`src/rtl/pwm_dbuf_pkg.sv`:
```
package pwm_dbuf_pkg;
  localparam int AW = 3;
  localparam int CODE_W = 2;
  localparam int PRE_W = (1 << CODE_W) - 1;

  typedef enum logic [AW-1:0] {
    A_CTRL  = 3'd0,
    A_STAT  = 3'd1,
    A_PRESC = 3'd2,
    A_MOD   = 3'd3,
    A_WIDA  = 3'd4,
    A_WIDB  = 3'd5,
    A_OVR   = 3'd6
  } reg_addr_e;

  localparam int B_EN   = 0;
  localparam int B_LDOK = 1;
  localparam int B_RLIE = 2;
endpackage

```
`src/rtl/pwm_dbuf_regs.sv`:
```
module pwm_dbuf_regs
  import pwm_dbuf_pkg::*;
#(
  parameter int CW = 16
) (
  input  logic                   clk_i,
  input  logic                   rst_ni,
  input  logic                   gate_i,
  input  logic                   wr_en_i,
  input  logic                   rd_en_i,
  input  logic [AW-1:0]          addr_i,
  input  logic [CW-1:0]          wdata_i,
  input  logic                   reload_i,
  output logic [CW-1:0]          rdata_o,
  output logic                   en_o,
  output logic                   rlie_o,
  output logic                   ldok_o,
  output logic                   flag_o,
  output logic [3:0]             ovr_o,
  output logic [CODE_W-1:0]      act_code_o,
  output logic [CW-1:0]          act_mod_o,
  output logic [1:0][CW-1:0]     act_wid_o
);
  logic en_q, en_n, rlie_q, rlie_n, ldok_q, ldok_n, arm_q, arm_n, flag_q, flag_n;
  logic [3:0] ovr_q, ovr_n;
  logic [CODE_W-1:0] stg_code_q, stg_code_n, act_code_q, act_code_n;
  logic [CW-1:0] stg_mod_q, stg_mod_n, act_mod_q, act_mod_n;
  logic [1:0][CW-1:0] stg_wid_q, stg_wid_n, act_wid_q, act_wid_n;
  logic xfer;
  logic wr_ctrl;

  assign xfer    = reload_i & ldok_q & gate_i;
  assign wr_ctrl = wr_en_i & (addr_i == A_CTRL) & gate_i;

  always_comb begin
    en_n = en_q; rlie_n = rlie_q; ldok_n = ldok_q; arm_n = arm_q; flag_n = flag_q;
    ovr_n = ovr_q; stg_code_n = stg_code_q; stg_mod_n = stg_mod_q; stg_wid_n = stg_wid_q;
    act_code_n = act_code_q; act_mod_n = act_mod_q; act_wid_n = act_wid_q;
    if (xfer) begin
      act_code_n = stg_code_q;
      act_mod_n  = stg_mod_q;
      act_wid_n  = stg_wid_q;
      ldok_n     = 1'b0;
    end
    if (reload_i) flag_n = 1'b1;
    else if (wr_en_i && addr_i == A_STAT && wdata_i[0]) flag_n = 1'b0;
    if (rd_en_i && addr_i == A_CTRL && gate_i && !ldok_q) arm_n = 1'b1;
    if (wr_ctrl) begin
      en_n   = wdata_i[B_EN];
      rlie_n = wdata_i[B_RLIE];
      arm_n  = 1'b0;
      if (!wdata_i[B_LDOK]) ldok_n = 1'b0;
      else if (arm_q) ldok_n = 1'b1;
    end
    if (wr_en_i) begin
      case (addr_i)
        A_PRESC: stg_code_n   = wdata_i[CODE_W-1:0];
        A_MOD:   stg_mod_n    = wdata_i;
        A_WIDA:  stg_wid_n[0] = wdata_i;
        A_WIDB:  stg_wid_n[1] = wdata_i;
        A_OVR:   ovr_n        = wdata_i[3:0];
        default: ;
      endcase
    end
  end

  always_ff @(posedge clk_i or negedge rst_ni) begin
    if (!rst_ni) begin
      en_q <= 1'b0; rlie_q <= 1'b0; ldok_q <= 1'b0; arm_q <= 1'b0; flag_q <= 1'b0;
      ovr_q <= '0; stg_code_q <= '0; stg_mod_q <= '0; stg_wid_q <= '0;
      act_code_q <= '0; act_mod_q <= '0; act_wid_q <= '0;
    end else begin
      en_q <= en_n; rlie_q <= rlie_n; ldok_q <= ldok_n; arm_q <= arm_n; flag_q <= flag_n;
      ovr_q <= ovr_n; stg_code_q <= stg_code_n; stg_mod_q <= stg_mod_n; stg_wid_q <= stg_wid_n;
      act_code_q <= act_code_n; act_mod_q <= act_mod_n; act_wid_q <= act_wid_n;
    end
  end

  always_comb begin
    rdata_o = '0;
    case (addr_i)
      A_CTRL: begin
        rdata_o[B_EN]   = en_q & gate_i;
        rdata_o[B_LDOK] = ldok_q & gate_i;
        rdata_o[B_RLIE] = rlie_q & gate_i;
      end
      A_STAT:  rdata_o[0] = flag_q;
      A_PRESC: rdata_o[CODE_W-1:0] = stg_code_q;
      A_MOD:   rdata_o = stg_mod_q;
      A_WIDA:  rdata_o = stg_wid_q[0];
      A_WIDB:  rdata_o = stg_wid_q[1];
      A_OVR:   rdata_o[3:0] = ovr_q;
      default: ;
    endcase
  end

  assign en_o       = en_q & gate_i;
  assign rlie_o     = rlie_q & gate_i;
  assign ldok_o     = ldok_q;
  assign flag_o     = flag_q;
  assign ovr_o      = ovr_q;
  assign act_code_o = act_code_q;
  assign act_mod_o  = act_mod_q;
  assign act_wid_o  = act_wid_q;
endmodule

```
`src/rtl/pwm_dbuf_timebase.sv`:
```
module pwm_dbuf_timebase
  import pwm_dbuf_pkg::*;
#(
  parameter int CW = 16
) (
  input  logic              clk_i,
  input  logic              rst_ni,
  input  logic              en_i,
  input  logic [CODE_W-1:0] code_i,
  input  logic [CW-1:0]     mod_i,
  output logic [CW-1:0]     cnt_o,
  output logic              reload_o
);
  logic [PRE_W-1:0] pre_q, pre_n, pre_lim;
  logic [CW-1:0] cnt_q, cnt_n;
  logic tick;

  assign pre_lim  = PRE_W'((1 << code_i) - 1);
  assign tick     = en_i & (pre_q == pre_lim);
  assign reload_o = tick & (cnt_q == mod_i);

  always_comb begin
    pre_n = pre_q;
    cnt_n = cnt_q;
    if (!en_i) begin
      pre_n = '0;
      cnt_n = '0;
    end else if (tick) begin
      pre_n = '0;
      cnt_n = reload_o ? '0 : cnt_q + 1'b1;
    end else begin
      pre_n = pre_q + 1'b1;
    end
  end

  always_ff @(posedge clk_i or negedge rst_ni) begin
    if (!rst_ni) begin
      pre_q <= '0;
      cnt_q <= '0;
    end else begin
      pre_q <= pre_n;
      cnt_q <= cnt_n;
    end
  end

  assign cnt_o = cnt_q;
endmodule

```
`src/rtl/pwm_dbuf_outstage.sv`:
```
module pwm_dbuf_outstage #(
  parameter int CW = 16
) (
  input  logic                en_i,
  input  logic [CW-1:0]       cnt_i,
  input  logic [1:0][CW-1:0]  wid_i,
  input  logic [3:0]          ovr_i,
  output logic [1:0]          pin_o
);
  for (genvar g = 0; g < 2; g++) begin : g_pin
    logic below;
    logic raw;
    assign below = cnt_i < wid_i[g];
    if (g == 0) begin : g_true
      assign raw = below;
    end else begin : g_compl
      assign raw = ~below;
    end
    assign pin_o[g] = ovr_i[g] ? ovr_i[g+2] : (en_i & raw);
  end
endmodule

```
`src/rtl/pwm_dbuf_chan.sv`:
```
module pwm_dbuf_chan
  import pwm_dbuf_pkg::*;
#(
  parameter int CW = 16
) (
  input  logic          clk_i,
  input  logic          rst_ni,
  input  logic          gate_i,
  input  logic          wr_en_i,
  input  logic          rd_en_i,
  input  logic [2:0]    addr_i,
  input  logic [CW-1:0] wdata_i,
  output logic [CW-1:0] rdata_o,
  output logic          pin_a_o,
  output logic          pin_b_o,
  output logic          irq_o
);
  logic [1:0] rst_sync_q;
  logic rst_n;
  logic en_eff, rlie_eff, ldok_q, flag, reload;
  logic [3:0] ovr;
  logic [CODE_W-1:0] act_code;
  logic [CW-1:0] act_mod, cnt;
  logic [1:0][CW-1:0] act_wid;
  logic [1:0] pins;

  always_ff @(posedge clk_i or negedge rst_ni) begin
    if (!rst_ni) rst_sync_q <= 2'b00;
    else         rst_sync_q <= {rst_sync_q[0], 1'b1};
  end
  assign rst_n = rst_sync_q[1];

  pwm_dbuf_regs #(.CW(CW)) regs_i (
    .clk_i, .rst_ni(rst_n), .gate_i, .wr_en_i, .rd_en_i, .addr_i, .wdata_i,
    .reload_i(reload), .rdata_o, .en_o(en_eff), .rlie_o(rlie_eff), .ldok_o(ldok_q),
    .flag_o(flag), .ovr_o(ovr), .act_code_o(act_code), .act_mod_o(act_mod),
    .act_wid_o(act_wid)
  );

  pwm_dbuf_timebase #(.CW(CW)) tb_i (
    .clk_i, .rst_ni(rst_n), .en_i(en_eff), .code_i(act_code), .mod_i(act_mod),
    .cnt_o(cnt), .reload_o(reload)
  );

  pwm_dbuf_outstage #(.CW(CW)) out_i (
    .en_i(en_eff), .cnt_i(cnt), .wid_i(act_wid), .ovr_i(ovr), .pin_o(pins)
  );

  assign pin_a_o = pins[0];
  assign pin_b_o = pins[1];
  assign irq_o   = flag & rlie_eff;
endmodule

```
`config.mk`:
```
export PLATFORM = sky130hd
export DESIGN_NAME = pwm_dbuf_chan
export DESIGN_NICKNAME = d
export VERILOG_FILES = /design/src/rtl/pwm_dbuf_pkg.sv /design/src/rtl/pwm_dbuf_regs.sv /design/src/rtl/pwm_dbuf_timebase.sv /design/src/rtl/pwm_dbuf_outstage.sv /design/src/rtl/pwm_dbuf_chan.sv
export SDC_FILE = /design/constraint.sdc
export NUM_CORES = 1
export LEC_CHECK = 0
export ABC_CLOCK_PERIOD_IN_PS = 4350
export BUFFER_PORTS_ARGS = -buffer_cell sky130_fd_sc_hd__buf_2
export CORE_ASPECT_RATIO = 0.75
export CORE_MARGIN = 1
export CORE_UTILIZATION = 58
export CTS_BUF_LIST = sky130_fd_sc_hd__clkbuf_4
export CTS_CLUSTER_DIAMETER = 120
export CTS_CLUSTER_SIZE = 24
export DETAILED_ROUTE_END_ITERATION = 7
export HOLD_SLACK_MARGIN = 0.15
export PLACE_DENSITY = 0.77
export SYNTH_ARGS = -nofsm -noshare
export SYNTH_HDL_FRONTEND = slang
export SYNTH_SLANG_ARGS = --single-unit
```
`constraint.sdc`:
```
create_clock -name clk_i -period 4.35 [get_ports clk_i]
set_input_delay 0.435 -clock clk_i [delete_from_list [all_inputs] [get_ports clk_i]]
set_output_delay 0.435 -clock clk_i [all_outputs]
set_load 0.03 [all_outputs]
```
* After elaboration in Yosys (flattened, before gate mapping)
Cells that the tools add are included.
** Storage, ports and cells
- Register bits after elaboration :: 130
- Input port bits :: 24
- Output and inout port bits :: 19
- Word-level logic and storage cells :: 79
** Operators by class
- $add $sub $neg :: 3
- $lt $le $gt $ge :: 2
- Equality and inequality tests :: 9
- Shift-type cells :: 1
- Mux-type cells :: 20
- Bitwise operators :: 13
- Reduce and logical (&&, ||, !) cells :: 14
** Operator list (number)
- 16-bit two-way mux :: 3
- 12-bit case mux with 3 select lines :: 1
- 16-bit less-than comparator :: 2
- 16-bit by 1-bit adder with 16-bit output (second input constant) :: 1
- 16-bit equality test :: 1
- 1-bit bitwise AND :: 12
- 1-bit two-way mux :: 10
- 2-bit AND reduction :: 5
- 3-bit equality test (second input constant) :: 3
- 1-bit case mux with 7 select lines :: 1
- 3-bit by 2-bit equality test with 1-bit output (second input constant) :: 2
- 3-bit two-way mux :: 2
- 1-bit case mux with 6 select lines :: 1
- 1-bit logical AND :: 5
- 1-bit case mux with 5 select lines :: 1
- 1-bit case mux with 4 select lines :: 1
- 2-bit nonzero test :: 2
- 3-bit by 1-bit adder with 3-bit output (second input constant) :: 1
- 3-bit by 1-bit equality test with 1-bit output (second input constant) :: 1
- 3-bit equality test :: 1
- 3-bit logical NOT :: 1
- 1-bit by 2-bit left shift with 3-bit output (first input constant) :: 1
- 3-bit by 2-bit subtractor with 3-bit output (second input constant) :: 1
- 2-bit != test (second input constant) :: 1
- 2 further kinds :: 2

* Depth between registers and ports, before layout
Gate-level depths: netlist (run 1).
- Depth in word-level cells :: 11
- Mapped depth :: 8
- Gate-level depth less buffers :: 7

* Cells and area by module
From an unflattened synthesis (run 1), not the netlist that was laid out.
** Unflattened totals
- Cells, all modules :: 560
- Area, all modules :: 6740.2 um2
** By module, submodules not included
- pwm_dbuf_regs :: instances 1, cells each 311, area an instance 4606.9 um2
- pwm_dbuf_timebase :: instances 1, cells each 139, area an instance 1277.5 um2
- pwm_dbuf_outstage :: instances 1, cells each 106, area an instance 795.8 um2
- pwm_dbuf_chan :: instances 1, cells each 4, area an instance 60.1 um2

* Worst setup path before layout (run 1)
Ideal clock, no wire load.
- Kind :: input port to output port
- From :: in addr_i[0]
- To :: out rdata_o[12]
- Arrival time :: 2.156 ns
- Required time :: 3.915 ns
- Path slack :: 1.759 ns
- Stages :: 5
- Path buffers :: 3
- Cells stage by stage :: clkbuf_1 -> buf_2 -> buf_1 -> mux2i_1 -> o21ai_0
** On the way
- Longest elaborated chain between the ends :: 2
- Elaborated cells on any way between the ends :: 4
- Those cells by class :: eq/ne (3); mux (1)
** Ends and longest elaborated chain
- start, declared :: RTL line pwm_dbuf_chan.sv:11 : input logic [2:0] addr_i,
- 3-bit equality test / 3-bit by 2-bit equality test with 1-bit output (equally long branches) :: RTL line pwm_dbuf_regs.sv:81 : case (addr_i)
- 12-bit case mux with 3 select lines (*) :: RTL line pwm_dbuf_regs.sv:81
- end, declared :: RTL line pwm_dbuf_chan.sv:13 : output logic [CW-1:0] rdata_o,
Mark *: on every way between the ends. The rest lies on a longest branch, timed or not.

* Worst setup path after layout (run 1)
- From :: reg tb_i.cnt_q[15], in the netlist tb_i.cnt_o[15]
- To :: out pin_b_o
** On the way
- Longest elaborated chain between the ends :: 4
** Ends and longest elaborated chain
- start, declared :: RTL line pwm_dbuf_timebase.sv:15 : logic [CW-1:0] cnt_q, cnt_n;
- start signal, assigned :: RTL line pwm_dbuf_timebase.sv:42 : cnt_q <= cnt_n;
- 16-bit less-than comparator :: RTL line pwm_dbuf_outstage.sv:13 : assign below = cnt_i < wid_i[g];
- 1-bit inverter :: RTL line pwm_dbuf_outstage.sv:17 : assign raw = ~below;
- 1-bit bitwise AND :: RTL line pwm_dbuf_outstage.sv:19 : assign pin_o[g] = ovr_i[g] ? ovr_i[g+2] : (en_i & raw);
- 1-bit two-way mux :: RTL line pwm_dbuf_outstage.sv:19
- end, declared :: RTL line pwm_dbuf_chan.sv:15 : output logic pin_b_o,
No other way between the ends.

==> results.cfg, run 1 <==
[status]
status = finished, final reports clean

[layout]
utilization_pct = 66.1
drive_gt1_share_pct = 30.0
synthToLayoutAreaGrowth_pct = 11.0
nNetsFinal = 686
final_cell_mix = dfrtp_1 (129), mux2_2 (58), mux2_4 (44), buf_2 (42), nand2_1 (40)
regArea_um2 = 3260
instances_no_fill = 805
multi_input_area_um2 = 3360
fillCellCount = 917
diodes = 0
final_common_cell = dfrtp_1

[worst_setup_path]
path_class = register to output port
critical_path_buf_inv_count = 1
crit_chain = ha_1, nand4_1, nor4_1, a22oi_1, a21oi_1, buf_2
cp-start-kind = register
r2r-start = tb_i.cnt_o[4]
worstPathArrival_ps = 2540
crit_slowest_cell = dfrtp_1
max_stage_delay_ps = 500
end_kind = output port
cp.required_ps = 3910
crit_family = simple AND/OR/NAND/NOR gates
startpoint = tb_i.cnt_o[15]
critPathMaxFanout = 6
r2r_slack_ps = 1530

[routing]
route.vias.total = 4813
drtPass1Iterations = 5
ant_nets = 0
avgViaCountPerCell = 5.98
wl_mm = 15.6
drt-initial-drc-count = 368
wl_per_cell_um = 19.4
route.detailed.drc = 0

[clock_network]
cts.sinks = 130
cts_max_level = 4
cts_tree = yes
clockRootBuffer = clkbuf_4
cts_made_buffers = 17
post_cts_buffers = 0
clk_latency_ps = 550
cts_buffer_depth = 2
path_clk_slew_ps = 120
cts_resized = 0

[floorplan]
start_util_pct = 59.5
placementRows = 34
die_h_um = 96.4
die_x_um = 128
dieArea_um2 = 12300
core_um2 = 11600
io_pins = 43

[flow_run]
cap_violations = 0

[sta]
min_period_ps = 2980
rsz0062_at_grt = no
fmax_mhz = 336
hold_viol = 0
finalCritPeriodShare_pct = 68.5
setup_tns_ps = 0
relSlewSlack_pct = 32.2
skew_ps = 29.8
drv_slew = 0
setup_viol = 0
worst_pin_slew_ps = 1010
whs_ps = 190

[pwr]
p_int_mw = 2.42
clockPowerShare_pct = 23.4
report.power.total_mw = 3.73
power_frac_seq_pct = 47.2
irDropWorstVdd_uv = 276
p_leak_nw = 3.77
power_density_nw_per_um2 = 487
power.switching_mw = 1.31
switching_share_pct = 35.1
combinationalPowerShare_pct = 29.5

[global_routing]
grt_pass1_wl_mm = 25.2
grt_start_max_net_pins = 61
grtUsageTotal_pct = 27.3
grt-ovfl-total = 0
grt_pass1_vias = 4822
antenna_found_initial = 0

[logic_synthesis]
synthesis.nets = 632
synthArstFlopShare_pct = 100
synth_edf_count = 0
synth_warnings = 0
ys_seq_elements = 130
synth-seq-area-share_pct = 47.2
postSynthCellCount = 576
synth.distinct_cells = 57
syn-cell-area_um2 = 6890
synth_top_flop_cell = dfrtp_1
syn_area_per_cell_um2 = 12.0

[place]
gp_congestion = 0.854
io_buffers = 42
place_inst = 759
dp_hpwl_mm = 11.1

[worst_hold_path]
hp-class = input pin to asynchronous set/reset pin
-- final cells by class --
| type | count | area share, % |
|---|---|---|
| clock buffer | 17 | 1.67 |
| clock inverter | 15 | 2.23 |
| inverter | 35 | 1.72 |
| multi-input combinational | 384 | 44.0 |
| sequential | 130 | 42.6 |
| tap | 162 | 2.65 |
| timing repair buffer | 62 | 5.17 |
-- worst paths after layout --
path                              endpoint  cells past startpoint
min in group clk_i            regs_i.arm_q                      2
max reg2reg                  tb_i.cnt_o[7]                      5
max                                pin_b_o                      6
min reg2reg                  rst_sync_q[1]                      0
min                          rst_sync_q[1]                      2
max in group asynchronous  regs_i.ovr_o[3]                      1
-- routing by layer --
metal	up-vias	track usage (%)	share of wire [%]
li1	2186	-	-
met1	2480	37.5	46
met2	130	43.8	48
met3	17	5.95	5.2
met4	0	8.53	1.4
met5	-	0	0
-- state kept, by name (all words and copies together), names as in the netlist --
| register | flops |
|---|---|
| regs_i.act_wid_o | 32 |
| regs_i.stg_wid_q | 32 |
| regs_i.act_mod_o | 16 |
| regs_i.stg_mod_q | 16 |
| tb_i.cnt_o | 16 |
| regs_i.ovr_o | 4 |
| tb_i.pre_q | 3 |
| regs_i.act_code_o | 2 |
| regs_i.stg_code_q | 2 |
| rst_sync_q | 2 |
| regs_i.arm_q | 1 |
| regs_i.en_q | 1 |
| regs_i.flag_o | 1 |
| regs_i.ldok_o | 1 |
| regs_i.rlie_q | 1 |
-- metrics by stage --
stage          instance area, µm²  setup WS [ps]
6_report                     7650           1370
5_1_grt                      7650           1230
4_1_cts                      7650           1320
3_5_place_dp                 7210           1600
3_3_place_gp                 7210           1670
2_1_floorplan                6890            460
-- what timing repair did --
item / in CTS / in global routing
endpoints found under the setup margin: 0 / 0
hold buffers: 14 / 0
endpoints found under the hold margin: 37 / 0
-- synthesized netlist by cell type, types with 6 or more instances --
library cell,n,share of area (%)
dfrtp_1,130,47
nand4_1,9,0.82
a31oi_1,10,0.91
nand3_1,16,1.2
a21o_1,6,0.65
nor4_1,6,0.55
nand2_1,40,2.2
mux2i_1,22,3.2
xor2_1,16,2.0
buf_2,6,0.44
mux2_4,44,9.6
mux2_2,58,9.5
nor2_1,7,0.38
o21ai_0,25,1.8
ha_1,32,5.8
inv_1,35,1.9
a21oi_1,22,1.6
and3_1,9,0.82
clkbuf_1,14,0.76
-- cell families after synthesis --
kind of cell,synth area share (%)
muxes,23.4
DFF,47.2
and+or+nand+nor,9.61
AOI/OAI and AO/OA,7.68
buffers and inverters,4.03
adders and majority gates,5.81
xor gates and xnor gates,2.16
other,0.0544
-- worst reg2reg max path: cells and delay by family (launching register included) --
kind | cells | cell delay [ps]
and+or+nand+nor | 2 | 1190
AOI/OAI and AO/OA | 2 | 710
DFF | 1 | 570
xor gates and xnor gates | 1 | 240
-- power by group through the flow --
stage	Clock [mW]	Combinational [mW]	Sequential [mW]
finish	0.871	1.10	1.76
global route	0.941	1.20	1.79
CTS	0.887	1.10	1.75
detailed placement	0	1.08	1.78
global placement	0	1.03	1.76
floorplan	0	0.864	1.69
Power figures use the tool's default switching activity.
==> inputs of run 2 (changes only) <==
--- a/config.mk
+++ b/config.mk
@@ -5,7 +5,7 @@
 export SDC_FILE = /design/constraint.sdc
 export NUM_CORES = 1
 export LEC_CHECK = 0
-export ABC_CLOCK_PERIOD_IN_PS = 4350
+export ABC_CLOCK_PERIOD_IN_PS = 2900
 export BUFFER_PORTS_ARGS = -buffer_cell sky130_fd_sc_hd__buf_2
 export CORE_ASPECT_RATIO = 0.75
 export CORE_MARGIN = 1
==> constraint.sdc (replaced) <==
create_clock -name clk_i -period 2.9 [get_ports clk_i]
set_input_delay 0.29 -clock clk_i [delete_from_list [all_inputs] [get_ports clk_i]]
set_output_delay 0.29 -clock clk_i [all_outputs]
set_load 0.03 [all_outputs]
==> run 2 against run 1 <==
  * Clock skew fell by 12 ps
  * Total power rose by 52%
  * Critical path depth is the same
  * Non-clock buffer count is 16 higher
  * First-iteration DRC count down 1.4%
  * Sequential power grew 51%
  * Clock power rose by 55%
  * Die area did not move
  * Global-route usage increased by 0.25 points
  * Final area rose by 2.3%
  * Flip-flop and latch count unchanged
  * Register-to-register slack got worse by 1200 ps
  * Largest cell class unchanged
==> results.cfg, run 2 (synthesis results as in run 1) <==
[status]
status = finished, final reports clean

[layout]
diodes = 0
drive_gt1_share_pct = 30.9
final_area_um2 = 7830
final_common_cell = dfrtp_1
final_cell_mix = dfrtp_1 (128), mux2_2 (58), mux2_4 (44), buf_2 (41), nand2_1 (40)
fillCellCount = 879
nNetsFinal = 702
synthToLayoutAreaGrowth_pct = 13.6

[clock_network]
clockRootBuffer = clkbuf_4
cts.sinks = 130
cts_buffer_depth = 2
clk_latency_ps = 550
path_clk_slew_ps = 120
cts_tree = yes
cts_made_buffers = 17
cts_max_level = 4

[sta]
drv_slew = 0
fmax_mhz = 363
worst_pin_slew_ps = 839
min_period_ps = 2750
skew_ps = 18.2
hold_viol = 0
setup_slack_ps = 148
relSlewSlack_pct = 44.0
finalCritPeriodShare_pct = 94.9
setup_viol = 0
setup_tns_ps = 0

[global_routing]
grt_pass1_vias = 4780
grt_start_max_net_pins = 49
grt_pass1_wl_mm = 25.1
grtUsageTotal_pct = 27.5
grt-ovfl-total = 0
antenna_found_initial = 0

[routing]
avgViaCountPerCell = 5.90
route.vias.total = 4840
ant_nets = 0
drtPass1Iterations = 6
wl_mm = 15.7
route.detailed.drc = 0
drt-initial-drc-count = 363
wl_per_cell_um = 19.1

[floorplan]
core_um2 = 11600
dieArea_um2 = 12300
placementRows = 34
start_util_pct = 59.5
die_x_um = 128
die_h_um = 96.4
io_pins = 43

[pwr]
p_int_mw = 3.74
power.switching_mw = 1.93
power_density_nw_per_um2 = 725
report.power.total_mw = 5.67
clockPowerShare_pct = 23.8
combinationalPowerShare_pct = 29.5
switching_share_pct = 34.0
irDropWorstVdd_uv = 364
p_leak_nw = 3.86
power_frac_seq_pct = 46.7

[worst_setup_path]
cp.required_ps = 2610
worstPathArrival_ps = 2460
critPathMaxFanout = 6
path_class = register to output port
max_stage_delay_ps = 490
crit_slowest_cell = dfrtp_2
crit_chain = ha_1, a21o_1, a21o_1, a2111oi_1, a21oi_1, buf_2
cpMostUsedCell = a21o_1
cp-start-kind = register
end_kind = output port

[worst_hold_path]
hp-class = input pin to register

[place]
io_buffers = 42
pre_cts_ws_ps = 428
placed_area_um2 = 7290
dp_hpwl_mm = 11.0
gp_congestion = 0.855

[flow_run]
cap_violations = 0
## run 2: changes by cell type in the layout (fill, tap and decap cells not counted), sizes merged
cell,previous run,this run
buf,48,58
bufinv,2,3
clkbuf,17,18
clkinv,3,5
clkinvlp,2,1
dlygate4sd3,14,20
inv,43,39
## run 2: worst max-delay path: cells and delay by family, from the launching register on
family / cells / cell delay [ps]
AOI/OAI and AO/OA: 4 / 900
DFF: 1 / 490
adders and majority gates: 1 / 330
buffers and inverters: 1 / 210
## run 2: through the flow
step / instances / hold slack, ps / util [%]
after floorplan: 576 / -5.59 / -
after global placement: 767 / 74.6 / 63.0
after detailed placement: 767 / 77.0 / 63.0
after CTS: 818 / 215 / 67.5
after global routing: 820 / 254 / 67.6
final: 820 / 267 / 67.6
## run 2: final timing paths
kind / end / cells after the start / from / slack, ps
setup / recovery: pin_b_o / 6 / tb_i.cnt_o[13] / 150
hold / removal: tb_i.pre_q[0] / 3 / gate_i / 270
setup reg to reg: regs_i.act_wid_o[28] / 7 / tb_i.cnt_o[13] / 380
hold reg to reg: tb_i.cnt_o[4] / 0 / rst_sync_q[1] / 360
max in group asynchronous: regs_i.act_wid_o[24] / 1 / rst_sync_q[1] / 1630
min in group asynchronous: tb_i.cnt_o[4] / 0 / rst_sync_q[1] / 360
## run 2: power by group through the flow
| stage | logic, mW | clock network [mW] | registers [mW] |
|---|---|---|---|
| final | 1.68 | 1.35 | 2.65 |
| after global placement | 1.56 | 0 | 2.64 |
| after floorplan | 1.30 | 0 | 2.53 |
| after global routing | 1.83 | 1.45 | 2.70 |
| after CTS | 1.66 | 1.37 | 2.64 |
| after detailed placement | 1.64 | 0 | 2.67 |
## run 2: area by class of cell
class / instances / area, µm² / share of cell area, %
tap: 162 / 203 / 2.59
sequential: 130 / 3260 / 41.6
timing repair buffer: 78 / 558 / 7.13
clock buffer: 18 / 135 / 1.73
clock inverter: 13 / 176 / 2.25
multi-input combinational: 384 / 3360 / 43.0
inverter: 35 / 131 / 1.68
## run 2: routing by layer
layer | share of wire (%) | track usage [%] | vias to the layer above
met5 | 0 | 0 | -
met4 | 1.9 | 10.1 | 0
met3 | 5.4 | 7.05 | 24
met2 | 47 | 43.6 | 154
met1 | 46 | 37.1 | 2430
li1 | - | - | 2232
## run 2: what timing repair did
item	4_1_cts	5_1_grt
hold buffers	20	0
endpoints found under the hold margin	61	0
endpoints found under the setup margin	0	2
gates resized for setup	0	7
setup buffers	0	2
==> inputs of run 3 (changes only) <==
==> constraint.sdc (replaced) <==
create_clock -name clk_i -period 2.9 [get_ports clk_i]
set_input_delay 0.29 -clock clk_i [delete_from_list [all_inputs] [get_ports clk_i]]
set_output_delay 0.29 -clock clk_i [all_outputs]
set_load 0.1 [all_outputs]
==> run 3 against run 2 <==
  * Total power is 3.7% higher
  * Sequential share of layout area is 0.91 points lower
  * Non-clock buffer count is 2 lower
  * Via count is 0.31% higher
  * Clock skew is 3.4 ps higher
  * Fmax is 0.93% lower
  * Hold slack better by 1.8 ps
  * Clock power is 7% lower
  * Critical endpoint unchanged
==> results.cfg, run 3 (synthesis results as in run 1) <==
[status]
status = finished, final reports clean

[floorplan]
core_um2 = 11600
dieArea_um2 = 12300
io_pins = 43
placementRows = 34
start_util_pct = 59.5
die_x_um = 128
die_h_um = 96.4

[routing]
drtPass1Iterations = 7
avgViaCountPerCell = 5.93
wl_per_cell_um = 19.2
drt-initial-drc-count = 352
ant_nets = 0
wl_mm = 15.7
route.vias.total = 4855
route.detailed.drc = 0

[clock_network]
cts.sinks = 130
cts_tree = yes
path_clk_slew_ps = 120
clk_latency_ps = 540
clockRootBuffer = clkbuf_4
cts_made_buffers = 17
cts_buffer_depth = 2
cts_max_level = 4
post_cts_buffers = 0

[sta]
min_period_ps = 2780
relSlewSlack_pct = 41.3
fmax_mhz = 360
skew_ps = 21.6
drv_slew = 0
setup_viol = 0
finalCritPeriodShare_pct = 95.8
hold_viol = 0
worst_pin_slew_ps = 868
setup_slack_ps = 122
rsz0062_at_grt = yes

[pwr]
switching_share_pct = 36.7
combinationalPowerShare_pct = 34.0
power_frac_seq_pct = 44.8
power.switching_mw = 2.16
clockPowerShare_pct = 21.2
p_leak_nw = 3.89
irDropWorstVdd_uv = 458
p_int_mw = 3.72
power_density_nw_per_um2 = 736

[worst_setup_path]
end_kind = output port
worstPathArrival_ps = 2490
startpoint = tb_i.cnt_o[13]
critPathMaxFanout = 6
r2r_slack_ps = 550
cp-start-kind = register
rr_endpoint = regs_i.act_code_o[0]
reg2regPathDepth = 6
r2r-start = regs_i.act_code_o[0]
path_class = register to output port
cp.required_ps = 2610

[place]
pre_cts_ws_ps = 541
dp_hpwl_mm = 11.1
io_buffers = 42
place_inst = 767
gp_congestion = 0.901
placed_area_um2 = 7500

[layout]
final_area_um2 = 8000
final_common_cell = dfrtp_1
final_cell_mix = dfrtp_1 (128), mux2_2 (58), mux2_4 (44), nand2_1 (40), inv_1 (35)
drive_gt1_share_pct = 31.7
synthToLayoutAreaGrowth_pct = 16.1
nNetsFinal = 700
instances_no_fill = 819
utilization_pct = 69.1
diodes = 0
fillCellCount = 832

[global_routing]
antenna_found_initial = 0
grt_pass1_wl_mm = 25.8
grtUsageTotal_pct = 28.2
grt_start_max_net_pins = 57
grt-ovfl-total = 0
grt_pass1_vias = 4794

[worst_hold_path]
hp-start = addr_i[2]
hp-class = input pin to register
holdPathStages = 3
hold_path_end = regs_i.stg_wid_q[16]

[flow_run]
cap_violations = 0
run 3: critical path, stage by stage (launching register included):
cell	delay, ps
dfrtp_2	490
ha_1	330
a21o_1	180
a21o_1	170
a2111oi_1	460
a21oi_2	120
buf_6	210
run 3: how the worst max path moves through the flow:
stage,cells past startpoint,slack [ps],endpoint
3_3_place_gp,6,580,pin_b_o
5_1_grt,7,-0.1,pin_a_o
2_1_floorplan,4,-420,rdata_o[15]
6_report,6,120,pin_b_o
4_1_cts,6,30,pin_b_o
3_5_place_dp,6,540,pin_b_o
run 3: per-layer routing:
| metal | part of all wire, % | track usage (%) |
|---|---|---|
| met1 | 45 | 39.5 |
| met2 | 47 | 43.6 |
| met3 | 6.1 | 5.84 |
| met4 | 2.3 | 10.5 |
| met5 | 0 | 0 |
run 3: cell type report:
type	instances	area, µm²	share of cell area [%]
multi-input cells	384	3390	42.4
well taps	162	203	2.53
flip-flops and latches	130	3260	40.7
clock buffers	17	128	1.60
repair buffers	76	733	9.17
inverters	35	131	1.64
clock inverters	15	156	1.96
run 3: what timing repair did:
item                                    4_1_cts  5_1_grt
endpoints found under the setup margin        2        2
hold buffers                                 20        0
hold endpoints to repair                     61        0
gates resized for setup                       3        3
run 3: power groups by stage:
stage	combinational, mW	sequential [mW]	clock [mW]
floorplan	1.53	2.53	0
global placement	1.89	2.64	0
detailed placement	1.95	2.67	0
CTS	1.99	2.63	1.27
global route	2.16	2.69	1.35
finish	2.00	2.64	1.25
run 3: metrics by stage:
| step | hold slack (ps) | power [mW] | setup TNS (ps) |
|---|---|---|---|
| 6_report | 268 | 5.88 | 0 |
| 3_5_place_dp | 77.0 | 4.62 | 0 |
| 3_3_place_gp | 74.7 | 4.53 | 0 |
| 5_1_grt | 252 | 6.20 | -0.142 |
| 4_1_cts | 225 | 5.90 | 0 |
| 2_1_floorplan | -5.59 | 4.06 | -1250 |
